## config.mk

```make
export PLATFORM = sky130hd
export DESIGN_NAME = johnson_ring_decoder
export DESIGN_NICKNAME = d
export VERILOG_FILES = /design/src/rtl/jc_pkg.sv /design/src/rtl/jc_legal_detect.sv /design/src/rtl/jc_next_state.sv /design/src/rtl/jc_decode.sv /design/src/rtl/johnson_ring_decoder.sv
export SDC_FILE = /design/constraint.sdc
export NUM_CORES = 1
export LEC_CHECK = 0
export ABC_AREA = 1
export BUFFER_PORTS_ARGS = -buffer_cell sky130_fd_sc_hd__buf_2
export CORE_MARGIN = 3
export CORE_UTILIZATION = 35
export DETAILED_ROUTE_END_ITERATION = 8
export PLACE_DENSITY_LB_ADDON = 0.05
export SLEW_MARGIN = 20
export SYNTH_ARGS = -nofsm -noshare
export SYNTH_HDL_FRONTEND = slang
export SYNTH_SLANG_ARGS = --single-unit
export TNS_END_PERCENT = 100
```

## constraint.sdc

```tcl
create_clock -name clk -period 1.5 [get_ports clk]
set_input_delay 0.15 -clock clk [delete_from_list [all_inputs] [get_ports clk]]
set_output_delay 0.15 -clock clk [all_outputs]
set_load 0.02 [all_outputs]
```

## src/rtl/jc_pkg.sv

```systemverilog
`timescale 1ns/1ps
package jc_pkg;
  // How an out-of-sequence pattern is brought back into the ring.
  typedef enum logic {
    RECOVER_CLEAR = 1'b0,  // jump to the all-zero state in one clock
    RECOVER_DRAIN = 1'b1   // shift zeros in until the pattern is legal
  } jc_recover_e;
endpackage

```

## src/rtl/jc_legal_detect.sv

```systemverilog
`timescale 1ns/1ps
// A legal twisted-ring pattern has at most one edge between adjacent stages
// along the open chain (a run of ones against a run of zeros).
module jc_legal_detect #(
  parameter int STAGES = 4
) (
  input  logic [STAGES-1:0] chain,
  output logic              legal
);
  localparam int CW = $clog2(STAGES) + 1;

  logic [STAGES-2:0] edge_v;
  logic [CW-1:0]     edge_cnt;

  genvar g;
  generate
    for (g = 0; g < STAGES - 1; g++) begin : g_edge
      assign edge_v[g] = chain[g] ^ chain[g+1];
    end
  endgenerate

  always_comb begin
    edge_cnt = '0;
    for (int i = 0; i < STAGES - 1; i++) begin
      edge_cnt = edge_cnt + CW'(edge_v[i]);
    end
    legal = (edge_cnt <= CW'(1));
  end
endmodule

```

## src/rtl/jc_next_state.sv

```systemverilog
`timescale 1ns/1ps
module jc_next_state #(
  parameter int                  STAGES = 4,
  parameter jc_pkg::jc_recover_e MODE   = jc_pkg::RECOVER_CLEAR
) (
  input  logic [STAGES-1:0] cur,
  input  logic              legal,
  input  logic              clr,
  input  logic              load_en,
  input  logic [STAGES-1:0] load_val,
  input  logic              en,
  output logic [STAGES-1:0] nxt
);
  logic [STAGES-1:0] stepped;
  logic [STAGES-1:0] repaired;

  // Twisted feedback: the inverted last stage enters the first stage.
  assign stepped = {cur[STAGES-2:0], ~cur[STAGES-1]};

  generate
    if (MODE == jc_pkg::RECOVER_CLEAR) begin : g_rec_clear
      assign repaired = '0;
    end else begin : g_rec_drain
      assign repaired = {cur[STAGES-2:0], 1'b0};
    end
  endgenerate

  always_comb begin
    if (clr)          nxt = '0;
    else if (load_en) nxt = load_val;
    else if (!legal)  nxt = repaired;
    else if (en)      nxt = stepped;
    else              nxt = cur;
  end
endmodule

```

## src/rtl/jc_decode.sv

```systemverilog
`timescale 1ns/1ps
// Two-input decode of every ring state.
module jc_decode #(
  parameter int STAGES = 4
) (
  input  logic [STAGES-1:0]   chain,
  output logic [2*STAGES-1:0] hot
);
  assign hot[0]      = ~chain[0] & ~chain[STAGES-1];
  assign hot[STAGES] =  chain[0] &  chain[STAGES-1];

  genvar s;
  generate
    for (s = 1; s < STAGES; s++) begin : g_pair
      assign hot[s]        =  chain[s-1] & ~chain[s];
      assign hot[STAGES+s] = ~chain[s-1] &  chain[s];
    end
  endgenerate
endmodule

```

## src/rtl/johnson_ring_decoder.sv

```systemverilog
`timescale 1ns/1ps
module johnson_ring_decoder #(
  parameter int                  STAGES = 4,
  parameter jc_pkg::jc_recover_e MODE   = jc_pkg::RECOVER_CLEAR
) (
  input  logic                  clk,
  input  logic                  rst,
  input  logic                  clr,
  input  logic                  en,
  input  logic                  load_en,
  input  logic [STAGES-1:0]     load_val,
  output logic [STAGES-1:0]     stages,
  output logic [2*STAGES-1:0]   state_hot
);
  localparam int NSTATE = 2 * STAGES;
  localparam logic [NSTATE-1:0] HOT_ZERO = {{(NSTATE-1){1'b0}}, 1'b1};

  logic [STAGES-1:0] chain_q;
  logic [STAGES-1:0] chain_d;
  logic [NSTATE-1:0] hot_q;
  logic [NSTATE-1:0] hot_d;
  logic              cur_legal;

  jc_legal_detect #(.STAGES(STAGES)) legal_i (
    .chain (chain_q),
    .legal (cur_legal)
  );

  jc_next_state #(.STAGES(STAGES), .MODE(MODE)) next_i (
    .cur      (chain_q),
    .legal    (cur_legal),
    .clr      (clr),
    .load_en  (load_en),
    .load_val (load_val),
    .en       (en),
    .nxt      (chain_d)
  );

  // Decode the next value so the registered decode lines up with the stages.
  jc_decode #(.STAGES(STAGES)) dec_i (
    .chain (chain_d),
    .hot   (hot_d)
  );

  always_ff @(posedge clk) begin
    if (rst) begin
      chain_q <= '0;
      hot_q   <= HOT_ZERO;
    end else begin
      chain_q <= chain_d;
      hot_q   <= hot_d;
    end
  end

  assign stages    = chain_q;
  assign state_hot = hot_q;
endmodule

```

==> impl_metrics.json <==
{
  "status": "finished clean",
  "cts_buffer_depth": 2,
  "synth_seq_cells": 12,
  "r2r-start": "stages[1]",
  "ys_types": 15,
  "cts_sinks": 12,
  "syn_inst": 67,
  "worstMarginPinSlew_ns": 0.207,
  "worstPathRequired_ns": 1.71,
  "min_delay_path_depth": 4,
  "root_buffer": "clkbuf_4",
  "crit_type": "flop to flop",
  "start_util": 0.391,
  "final_cell_mix": "buf_2, nor2_1, dfxtp_1",
  "cts_hold_buffers": 0,
  "pwr_density_cell_nw_per_um2": 937,
  "num_vias": 481,
  "synthesis.nets": 77,
  "grt_pass1_wl_um": 1870,
  "yosysWarnings": 0,
  "via_per_inst": 4.54,
  "synth_area_um2": 534,
  "drive_gt1_frac": 0.418,
  "relSlewSlack": 0.860,
  "crit_arrival_ns": 1.54,
  "fin_hold_ws_ns": 0.188,
  "syn_avg_cell_area_um2": 7.97,
  "die_x_um": 45.1,
  "track_usage": 0.133,
  "r2r_slack_ns": 0.17,
  "core_area_um2": 1370,
  "num_antenna_cells": 0,
  "post_drt_wl_per_cell_um": 10.7,
  "cts_tree": "done",
  "drt_first_pass_iters": 2,
  "std_cell_rows": 13,
  "num-nets-final": 103,
  "synth_area_leaders": "dfxtp_1, nor2_1, nand2_2",
  "yosys.area.top_type_share": 0.450,
  "p_leak_nw": 0.407,
  "max_freq_mhz": 753,
  "dieHeight_um": 45.1,
  "path_max_fanout": 5,
  "seq_area_frac_synth": 0.450,
  "io_buffers": 20,
  "final-max-slew-violation-count": 0,
  "crit_path_start_kind": "flop",
  "yosys.area.top_type": "dfxtp_1",
  "grt_max_degree": 7,
  "area_growth_pct": 28.3,
  "min_path_type": "primary input to flop",
  "hold_start": "load_val[1]",
  "die-area_um2": 2030,
  "hold_path_end": "state_hot[6]",
  "worst_slack_ns": 0.171,
  "grt_antenna_before_repair": 0,
  "pin_count": 21,
  "fin_skew_ns": 0.000987,
  "gp_congestion": 0.826,
  "final_common_cell": "buf_2",
  "fin_crit_sh": 0.886,
  "reg2reg_depth": 7,
  "place_ws_ns": 0.137,
  "htree_num_levels": 1,
  "drt_wl_total_um": 1130,
  "cp-end-kind": "flop",
  "setup_tns_ns": 0,
  "fill_cells": 154,
  "grt-ovfl-total": 0,
  "finalCriticalPeriod_ns": 1.33,
  "fin_area_um2": 686,
  "finalSetupViolations": 0,
  "antenna_left": 0,
  "maxCapViolCount": 0,
  "ir_worst_vdd_mv": 0.527,
  "regArea_um2": 243,
  "hpwl_um": 929,
  "drc": 0,
  "placed_area_um2": 661,
  "rsz0062_at_grt": "no",
  "r2r-end": "state_hot[7]",
  "clock_latency_ns": 0.27,
  "hold_violations": 0,
  "cts_made_buffers": 3,
  "multiInputGateArea_um2": 239,
  "cts.clk_slew.worst_paths_ns": 0.07,
  "drt-initial-drc-count": 4,
  "grt_pass1_vias": 451
}
[stage by stage]
stage               power, mW   util  instances
floorplan               0.419      -         67
global placement        0.461  0.484        103
detailed placement      0.461  0.484        103
CTS                     0.651  0.500        106
global route            0.676  0.502        106
finish                  0.642  0.502        106
[cell type report]
class,count,area share
clock buffer,3,0.0328
inverter,11,0.0803
sequential,12,0.354
timing repair buffer,21,0.157
tap,15,0.0274
multi-input combinational,44,0.349
[how the worst max path moves through the flow]
stage / startpoint / end / slack (ns) / cells after the start
global route: stages[1] / state_hot[7] / 0.02 / 7
detailed placement: stages[1] / state_hot[7] / 0.14 / 7
finish: stages[1] / state_hot[7] / 0.17 / 7
floorplan: stages[1] / state_hot[7] / 0.13 / 7
global placement: stages[1] / state_hot[6] / 0.16 / 7
CTS: stages[1] / state_hot[7] / 0.11 / 7
[cell usage after synthesis (all sizes together)]
master  instances
nor2           16
o21ai           3
inv            10
nand2          16
o21bai          1
xor2            2
nand3           5
ha              1
dfxtp          12
bufinv          1
[power by group]
part	switching [mW]	total, mW	internal [mW]
logic	0.0710	0.114	0.0434
clock network	0.0963	0.189	0.0928
registers	0.00689	0.339	0.332
[layer usage]
layer	GRT usage	wire length, µm
met4	0.0877	32
met5	0	0
met1	0.156	485
met3	0.0478	59
met2	0.203	555
[cells by family (layout without fill, tap and decap cells)]
kind of cell,Yosys count,count (layout),share of synthesized area
XOR/XNOR,2,2,0.0328
adder cells (fa/ha/maj),1,1,0.0234
AND/OR/NAND/NOR,37,37,0.349
flip-flops,12,12,0.450
AO/OA/AOI/OAI,4,4,0.0422
buffers and inverters,11,35,0.103
[worst max-delay path, cell delays in order (launching register included)]
cell     delay [ns]
dfxtp_2        0.34
xor2_1         0.16
ha_1           0.30
nand3_2        0.10
nand3_1        0.10
nand2_2        0.10
nand2_1        0.07
nor2_1         0.09
[repair_timing]
item                       CTS  global route
setup endpoints to repair    0             4
resized for setup            0             2
setup buffers                0             0
[sequential cells by signal, indices dropped and copies added (netlist names)]
signal / count
stages: 4
state_hot: 8
Note: power is estimated with default switching activity, not from simulation.
